File: config.mk
export PLATFORM = sky130hd
export DESIGN_NAME = cascade_irq_ctrl
export DESIGN_NICKNAME = d
export VERILOG_FILES = /design/src/rtl/irq_ctrl_pkg.sv /design/src/rtl/irq_bank.sv /design/src/rtl/irq_prio_enc.sv /design/src/rtl/irq_chan_map.sv /design/src/rtl/cascade_irq_ctrl.sv
export SDC_FILE = /design/constraint.sdc
export NUM_CORES = 1
export LEC_CHECK = 0
export CORE_MARGIN = 2
export CORE_UTILIZATION = 35
export CTS_CLUSTER_SIZE = 20
export DETAILED_ROUTE_END_ITERATION = 6
export PLACE_DENSITY = 0.5
export SLEW_MARGIN = 20
export SYNTH_ARGS = -nofsm -noshare
export SYNTH_HDL_FRONTEND = slang
export SYNTH_HIERARCHICAL = 1
export SYNTH_SLANG_ARGS = --single-unit
File: constraint.sdc
create_clock -name clk -period 12.55 [get_ports clk]
set_input_delay 3.765 -clock clk [delete_from_list [all_inputs] [get_ports clk]]
set_output_delay 3.765 -clock clk [all_outputs]
set_load 0.01 [all_outputs]
File: src/rtl/irq_ctrl_pkg.sv
package irq_ctrl_pkg;
   // register group spacing for the primary bank
   localparam int unsigned GRP_STRIDE = 'h10;
   localparam int unsigned GRP_STAT   = 0;
   localparam int unsigned GRP_ACK    = 1;
   localparam int unsigned GRP_ESET   = 2;
   localparam int unsigned GRP_ECLR   = 3;
   // single-word registers
   localparam int unsigned IDX_ADDR   = 'h40;
   localparam int unsigned SEC_STAT   = 'h80;
   localparam int unsigned SEC_ACK    = 'h88;
   localparam int unsigned SEC_ESET   = 'h90;
   localparam int unsigned SEC_ECLR   = 'h98;
   localparam int unsigned MAP_BASE   = 'h200;
endpackage

File: src/rtl/irq_bank.sv
module irq_bank #(
   parameter int unsigned N = 32
) (
   input  logic         clk,
   input  logic         rst_n,
   input  logic [N-1:0] level,
   input  logic [N-1:0] ack_mask,
   input  logic [N-1:0] en_set,
   input  logic [N-1:0] en_clr,
   output logic [N-1:0] pend,
   output logic [N-1:0] en
);
   always_ff @(posedge clk) begin
      if (!rst_n) begin
         pend <= '0;
         en   <= '0;
      end else begin
         // a live level wins over an acknowledge on the same edge
         pend <= (pend & ~ack_mask) | level;
         en   <= (en | en_set) & ~en_clr;
      end
   end
endmodule

File: src/rtl/irq_prio_enc.sv
module irq_prio_enc #(
   parameter int unsigned N  = 40,
   parameter int unsigned IW = 6
) (
   input  logic [N-1:0]  req,
   output logic [IW-1:0] idx
);
   // lowest set bit above bit 0 wins; bit 0 is never reported
   always_comb begin
      idx = '0;
      for (int i = N - 1; i >= 1; i--) begin
         if (req[i]) idx = IW'(i);
      end
   end
endmodule

File: src/rtl/irq_chan_map.sv
module irq_chan_map #(
   parameter int unsigned N  = 40,
   parameter int unsigned CW = 6,
   parameter int unsigned IW = 6
) (
   input  logic          clk,
   input  logic          rst_n,
   input  logic          wr,
   input  logic [IW-1:0] sel,
   input  logic [CW-1:0] wdata,
   output logic [CW-1:0] rdata
);
   logic [CW-1:0] ent [N];

   for (genvar n = 0; n < N; n++) begin : g_ent
      logic [CW-1:0] q;
      always_ff @(posedge clk) begin
         if (!rst_n)                    q <= CW'(n);
         else if (wr && sel == IW'(n))  q <= wdata;
      end
      assign ent[n] = q;
   end

   assign rdata = (sel < IW'(N)) ? ent[sel] : '0;
endmodule

File: src/rtl/cascade_irq_ctrl.sv
module cascade_irq_ctrl #(
   parameter int unsigned NUM_PRI = 40,
   parameter int unsigned NUM_SEC = 32,
   parameter int unsigned CHAN_W  = 6,
   parameter int unsigned AW      = 10
) (
   input  logic               clk,
   input  logic               rst_n,
   input  logic [AW-1:0]      bus_addr,
   input  logic               bus_wr,
   input  logic [31:0]        bus_wdata,
   output logic [31:0]        bus_rdata,
   input  logic [NUM_PRI-1:1] pri_src,
   input  logic [NUM_SEC-1:0] sec_src,
   output logic               cpu_irq
);
   import irq_ctrl_pkg::*;

   localparam int unsigned IW  = $clog2(NUM_PRI);
   localparam int unsigned NPW = (NUM_PRI + 31) / 32;
   localparam int unsigned MAP_END = MAP_BASE + 4 * NUM_PRI;

   // elaboration-time parameter checks
   if (NUM_PRI < 2 || NUM_PRI > 128) begin : g_bad_pri
      $error("NUM_PRI must lie in 2..128");
   end
   if (NUM_SEC < 1 || NUM_SEC > 32) begin : g_bad_sec
      $error("NUM_SEC must lie in 1..32");
   end
   if (CHAN_W < IW || CHAN_W > 32) begin : g_bad_chan
      $error("CHAN_W must hold a source number and fit a word");
   end
   if ((2 ** AW) <= MAP_END || AW < 8) begin : g_bad_aw
      $error("AW too narrow for the register map");
   end

   // ---------------- write decode, primary bank
   logic [NUM_PRI-1:0] p_ack, p_set, p_clr;
   for (genvar b = 0; b < NUM_PRI; b++) begin : g_pdec
      localparam int unsigned WOFS = 4 * (b / 32);
      assign p_ack[b] = bus_wr && bus_addr == AW'(GRP_STRIDE * GRP_ACK  + WOFS) && bus_wdata[b % 32];
      assign p_set[b] = bus_wr && bus_addr == AW'(GRP_STRIDE * GRP_ESET + WOFS) && bus_wdata[b % 32];
      assign p_clr[b] = bus_wr && bus_addr == AW'(GRP_STRIDE * GRP_ECLR + WOFS) && bus_wdata[b % 32];
   end

   // ---------------- write decode, secondary bank
   logic [NUM_SEC-1:0] s_ack, s_set, s_clr;
   assign s_ack = (bus_wr && bus_addr == AW'(SEC_ACK))  ? bus_wdata[NUM_SEC-1:0] : '0;
   assign s_set = (bus_wr && bus_addr == AW'(SEC_ESET)) ? bus_wdata[NUM_SEC-1:0] : '0;
   assign s_clr = (bus_wr && bus_addr == AW'(SEC_ECLR)) ? bus_wdata[NUM_SEC-1:0] : '0;

   // ---------------- banks and cascade
   logic [NUM_SEC-1:0] s_pend, s_en;
   logic [NUM_PRI-1:0] p_pend, p_en, p_act;
   logic               cascade;

   irq_bank #(.N(NUM_SEC)) u_sec (
      .clk(clk), .rst_n(rst_n), .level(sec_src),
      .ack_mask(s_ack), .en_set(s_set), .en_clr(s_clr),
      .pend(s_pend), .en(s_en)
   );

   assign cascade = |(s_pend & s_en);

   irq_bank #(.N(NUM_PRI)) u_pri (
      .clk(clk), .rst_n(rst_n), .level({pri_src, cascade}),
      .ack_mask(p_ack), .en_set(p_set), .en_clr(p_clr),
      .pend(p_pend), .en(p_en)
   );

   assign p_act   = p_pend & p_en;
   assign cpu_irq = |p_act;

   logic [IW-1:0] p_idx;
   irq_prio_enc #(.N(NUM_PRI), .IW(IW)) u_prio (.req(p_act), .idx(p_idx));

   // ---------------- channel map
   logic              map_hit;
   logic [IW-1:0]     map_sel;
   logic [CHAN_W-1:0] map_rd;
   assign map_hit = bus_addr >= AW'(MAP_BASE) && bus_addr < AW'(MAP_END) && bus_addr[1:0] == 2'b00;
   assign map_sel = map_hit ? IW'((bus_addr - AW'(MAP_BASE)) >> 2) : IW'(NUM_PRI);

   irq_chan_map #(.N(NUM_PRI), .CW(CHAN_W), .IW(IW)) u_map (
      .clk(clk), .rst_n(rst_n), .wr(bus_wr && map_hit), .sel(map_sel),
      .wdata(bus_wdata[CHAN_W-1:0]), .rdata(map_rd)
   );

   // ---------------- read mux
   logic [NPW*32-1:0] p_pend_pad, p_en_pad;
   assign p_pend_pad = (NPW * 32)'(p_pend);
   assign p_en_pad   = (NPW * 32)'(p_en);

   always_comb begin
      bus_rdata = '0;
      for (int w = 0; w < int'(NPW); w++) begin
         if (bus_addr == AW'(GRP_STRIDE * GRP_STAT + 4 * w) ||
             bus_addr == AW'(GRP_STRIDE * GRP_ACK  + 4 * w))
            bus_rdata = p_pend_pad[w*32 +: 32];
         if (bus_addr == AW'(GRP_STRIDE * GRP_ESET + 4 * w) ||
             bus_addr == AW'(GRP_STRIDE * GRP_ECLR + 4 * w))
            bus_rdata = p_en_pad[w*32 +: 32];
      end
      if (bus_addr == AW'(IDX_ADDR))                                bus_rdata = 32'(p_idx);
      if (bus_addr == AW'(SEC_STAT) || bus_addr == AW'(SEC_ACK))   bus_rdata = 32'(s_pend);
      if (bus_addr == AW'(SEC_ESET) || bus_addr == AW'(SEC_ECLR))  bus_rdata = 32'(s_en);
      if (map_hit)                                                  bus_rdata = 32'(map_rd);
   end
endmodule

== Word level (Yosys, flattened, before mapping) ==
Index checks and enable logic that the tools add are counted.

* Register bits after elaboration: 384
* Bits of input ports: 116
* Output and inout bits: 33
* Word-level logic and storage cells: 353

* Add/subtract/negate cells: 1
* Order comparisons: 4
* Equality and inequality tests: 51
* Multiplexer cells: 55
* Bitwise operators: 15
* Reduce and logical (&&, ||, !) cells: 183

{| class="wikitable"
|+ Operators with widths
! operator !! number
|-
| $mux 32 || 11
|-
| $mux 6 || 43
|-
| $logic_and 1x1->1 || 172
|-
| $and 40x40->40 || 3
|-
| $and 32x32->32 || 3
|-
| $eq 6x5->1 const B || 16
|-
| $not 40->40 || 2
|-
| $or 40x40->40 || 2
|-
| $not 32->32 || 2
|-
| $or 32x32->32 || 2
|-
| $eq 6x4->1 const B || 8
|-
| $eq 6x6->1 const B || 8
|-
| $eq 10x6->1 const B || 4
|-
| $eq 10x8->1 const B || 4
|-
| $reduce_or 40->1 || 1
|-
| $bmux 6 s6 || 1
|-
| $reduce_or 32->1 || 1
|-
| $eq 6x3->1 const B || 4
|-
| $eq 10x5->1 const B || 2
|-
| $eq 6x2->1 const B || 2
|-
| $eq 10x3->1 const B || 1
|-
| $eq 10x7->1 const B || 1
|-
| $ge 10x10->1 const B || 1
|-
| $logic_not 10->1 || 1
|-
| 9 further kinds || 14
|}

== Depth between registers and ports, before layout ==
* Depth after elaboration: 44
* Gate-level depth with buffers: 14
* Depth with buffers taken out: 10

== Modules after synthesis ==
Netlist, hierarchy kept.

{| class="wikitable"
|+ Modules (own cells, without submodules)
! module !! times used !! cells each !! area an instance (um^2) !! seq. area each (um^2)
|-
| irq_chan_map || 1 || 1065 || 11298.3 || 4804.6
|-
| cascade_irq_ctrl || 1 || 594 || 3659.8 || 0.0
|-
| irq_bank at u_pri || 1 || 249 || 2904.0 || 1601.5
|-
| irq_bank at u_sec || 1 || 199 || 2301.0 || 1281.2
|-
| irq_prio_enc || 1 || 81 || 476.7 || 0.0
|}

== Least setup slack after synthesis ==
Ideal clock, no wire load.

* Path type: input port to output port
* From: in bus_addr[5]
* To: out bus_rdata[0]
* Arrival: 6564 ps
* Required time: 8785 ps
* Path slack: 2221 ps
* Stages on the path: 13
* Path buffers: 4
* Cells stage by stage: clkbuf_1 > o21ai_1 > clkbuf_1 > and3_1 > buf_2 > buf_2 > mux4_2 > mux2_2 > nand2_1 > o2111ai_1 > nand3b_1 > o2111ai_1 > o21ai_0

* Cells in the longest elaborated chain, start to end: 10
* Elaborated cells on any way between the ends: 39
* Classes of those cells: add/sub (1); order compare (3); eq/ne (12); mux (13); bitwise (1); reduce/logical (9)

{| class="wikitable"
|+ RTL lines
! element !! line !! text
|-
| start, declared || cascade_irq_ctrl.sv:9 || <nowiki>input logic [AW-1:0] bus_addr,</nowiki>
|-
| $ge 10x10->1 / $lt 10x10->1 (equally long branches) || cascade_irq_ctrl.sv:81 || <nowiki>assign map_hit = bus_addr >= AW'(MAP_BASE) && bus_addr < AW'(MAP_END) && bus_addr[1:0] == 2'b00;</nowiki>
|-
| $logic_and 1x1->1 * (2 in series) || cascade_irq_ctrl.sv:81 ||
|-
| $mux 6 * || cascade_irq_ctrl.sv:82 || <nowiki>assign map_sel = map_hit ? IW'((bus_addr - AW'(MAP_BASE)) >> 2) : IW'(NUM_PRI);</nowiki>
|-
| net map_sel[0] || cascade_irq_ctrl.sv:79 || <nowiki>logic [IW-1:0] map_sel;</nowiki>
|-
| $not 6->7 (not written as such) || irq_chan_map.sv:24 || <nowiki>assign rdata = (sel < IW'(N)) ? ent[sel] : '0;</nowiki>
|-
| $bmux 6 s6 || irq_chan_map.sv:24 ||
|-
| $mux 6 (not written as such) (2 in series) || irq_chan_map.sv:24 ||
|-
| $mux 6 * || irq_chan_map.sv:24 ||
|-
| net map_rd[0] || cascade_irq_ctrl.sv:80 || <nowiki>logic [CHAN_W-1:0] map_rd;</nowiki>
|-
| $mux 32 * || cascade_irq_ctrl.sv:107 || <nowiki>if (map_hit) bus_rdata = 32'(map_rd);</nowiki>
|-
| end, declared || cascade_irq_ctrl.sv:12 || <nowiki>output logic [31:0] bus_rdata,</nowiki>
|}

Mark *: on every way through the listed nets, which the timed path passes. The rest lies on a longest branch. The select of a mux whose other input is x is not followed.

== Final worst setup path ==
* From: in bus_addr[6]
* To: out bus_rdata[4]

The elaborated chain is that of the path after synthesis.

==> impl_metrics.yaml <==
status:
  outcome: "complete, no violations"
cts:
  clk_latency_ns: 0.59
  clock_path_buffers: 3
  cts_setup_buffers: 0
  cts_tree: "built"
  cts_num_sinks: 384
  root_buffer: "clkbuf_16"
  cts_made_buffers: 46
  htreeDepth: 2
  cts-resized-gates: 0
  path_clk_slew_ns: 0.05
  hold_buffers: 0
routing:
  viasPerCell: 5.31
  dr.pass1.iters: 7
  drcViolationCount: 0
  ant_nets: 0
  drt_iter0_drc: 1156
  routedWlPerCell_um: 22.0
  wl_um: 67300
  vias: 16300
critical_path:
  cp-end-kind: "output port"
  cp.arrival_ns: 8.03
  crit_fanout: 18
  worstSetupPathType: "in -> out"
  worstPathRequired_ns: 8.78
  crit_path_start_kind: "primary input"
  crit_end: "bus_rdata[4]"
  r2r-start: "u_sec/en[17]"
  r2r_end: "u_pri/pend[0]"
  rr_worst_depth: 4
  r2r_slack_ns: 10.86
  crit_start: "bus_addr[6]"
die:
  die_area_sq_um: 60900
  coreArea_sq_um: 58700
  std_cell_rows: 89
  ios: 149
  initial_core_util_pct: 35.2
  die_w_um: 247
  die_h_um: 247
timing:
  worstMarginPinSlew_ns: 1.15
  rsz0062_at_grt: "no"
  finalSetupViolations: 0
  clock.fmax_mhz: 84.8
  slew-limit-headroom_pct: 22.6
  fin_crit_sh_pct: 94.0
  worst_clock_skew_ns: 0.0355
  maxSlewViolCount: 0
  period_minus_slack_ns: 11.80
  tns_ns: 0
  hold_slack_ns: 0.469
  hold_viol_final: 0
layout:
  final_cell_mix: "dfxtp_1, mux2i_1, and2_1"
  drive_above_1_share_pct: 13.7
  multi_input_area_sq_um: 12100
  area_growth_pct: 16.8
  final_net_count: 2378
  seq_area_sq_um: 7690
  layout_commonest_cell: "dfxtp_1"
  nFillCells: 5752
synthesis:
  synth_area_sq_um: 20600
  synth_area_leader_cell: "dfxtp_1"
  yosysTopAreaCellShare_pct: 37.2
  synth_seq_cells: 384
  synth_seq_area_share_pct: 37.2
  synth-main-ff-cell: "dfxtp_1"
  synth_top_cells_by_area: "dfxtp_1, mux2i_1, and2_1, nor2b_1, nor3b_2"
  synthAdderAreaFrac_pct: 0
  synthArstFlopShare_pct: 0
  ys_warn_count: 6
  avgSynthCellArea_sq_um: 9.43
  synthMuxAreaShare_pct: 17.8
  syn_inst: 2188
  synth_nets: 2304
  yosys.area_share.simple_pct: 30.8
  synthXorXnorAreaFrac_pct: 0
  synth_top_family_by_area: "simple AND/OR/NAND/NOR gates"
  synth_edf_count: 0
  yosysUniqueCellTypes: 68
  synth_compound_area_share_pct: 9.99
grt:
  grt_usage_pct: 21.8
  grt_max_degree: 198
  overflow: 0
  antenna_found_initial: 0
  first_global_vias: 16100
  grt_pass1_wl_um: 102000
placement:
  dp_hpwl_um: 44500
  io_buffers: 148
  place.gp.congestion: 0.912
pwr:
  power_leakage_nw: 9.27
  p_per_area_nw_per_um2: 114
  max-vdd-ir-drop_uv: 89.6
hold_path:
  worstHoldPathType: "reg -> reg"
run:
  cap_violations: 0
## worst max-delay path, cell delays in order
cell and delay, ns:
clkdlybuf4s50_1 0.53, o21ai_1 0.49, and3_2 0.43, buf_4 0.38, mux4_2 0.57, a22oi_1 0.29, a21o_1 0.20, o2111ai_1 0.21
nand3b_1 0.23, o2111ai_1 0.13, o21ai_0 0.23, clkdlybuf4s50_1 0.54
## cells by family (layout without fill, tap and decap cells)
logic type      Yosys count  in the layout
flops                   384            384
compound gates          298            298
buf+inv                 168            271
simple gates           1016           1016
mux                     322            322
other cells               0              1
## worst min path at each step
stage,slack (ns),to,cells after the start,from
after floorplan,0.44,u_map/g_ent[23].q[0],2,u_map/g_ent[23].q[0]
after global placement,0.45,u_map/g_ent[16].q[4],2,u_map/g_ent[16].q[4]
after detailed placement,0.46,u_map/g_ent[13].q[0],2,u_map/g_ent[13].q[0]
after CTS,0.47,u_map/g_ent[32].q[2],2,u_map/g_ent[32].q[2]
after global routing,0.48,u_map/g_ent[0].q[1],2,u_map/g_ent[0].q[1]
final,0.47,u_map/g_ent[32].q[4],2,u_map/g_ent[32].q[4]
## metrics by stage
step	setup WS (ns)	power (mW)	cells	utilization, %	instance area [sq um]
floorplan	2.22	1.36	2188	-	20600
global placement	0.836	1.44	2985	38.5	22600
detailed placement	0.738	1.44	2985	38.5	22600
CTS	0.752	2.79	3062	41.0	24000
global route	0.517	2.85	3064	41.1	24100
finish	0.753	2.75	3065	41.1	24100
## area by class of cell
type / count / share of cell area [%]
Multi-Input combinational cell: 1636 / 50.3
Sequential cell: 384 / 31.9
Timing Repair Buffer: 187 / 7.58
Clock buffer: 61 / 5.17
Tap cell: 773 / 4.01
Clock inverter: 16 / 0.893
Inverter: 7 / 0.109
Antenna cell: 1 / 0.0104
## flip-flops by register name (all words and copies together), names as in the netlist
signal,cells
u_pri/pend,40
u_sec/en,32
u_pri/en,40
u_sec/pend,32
u_map/g_ent.q,240
## routing by layer
layer / vias to the layer above / global-route usage (%) / share of wire (%)
li1: 7775 / - / -
met1: 8004 / 28.2 / 45
met2: 401 / 38.0 / 49
met3: 99 / 2.59 / 3.9
met4: 0 / 6.54 / 2.7
met5: - / 0 / 0
## synthesized netlist by cell type (7+ instances only)
library cell,count
dfxtp_1,384
mux2i_1,280
and2_1,255
nor2b_1,207
nand2_1,182
nor2_1,102
clkbuf_1,89
o21a_1,73
a22oi_1,70
nor3b_2,69
o21ai_0,42
mux4_2,36
a21oi_1,35
nand3_1,31
buf_2,29
or2_2,29
buf_6,20
nand3_2,18
a21boi_0,17
nor4_1,14
or4_1,13
o2111ai_1,12
and2_2,11
buf_4,11
nand4_1,11
nor3_1,10
and3_1,9
buf_1,9
o22ai_1,8
o31ai_1,8
a221oi_1,7
inv_1,7
## report_power, final
group	total, mW	internal, mW	switching, mW
registers	1.25	1.24	0.0151
clock network	1.33	0.780	0.554
logic	0.169	0.0805	0.0883
(Power assumes the default switching activity.)
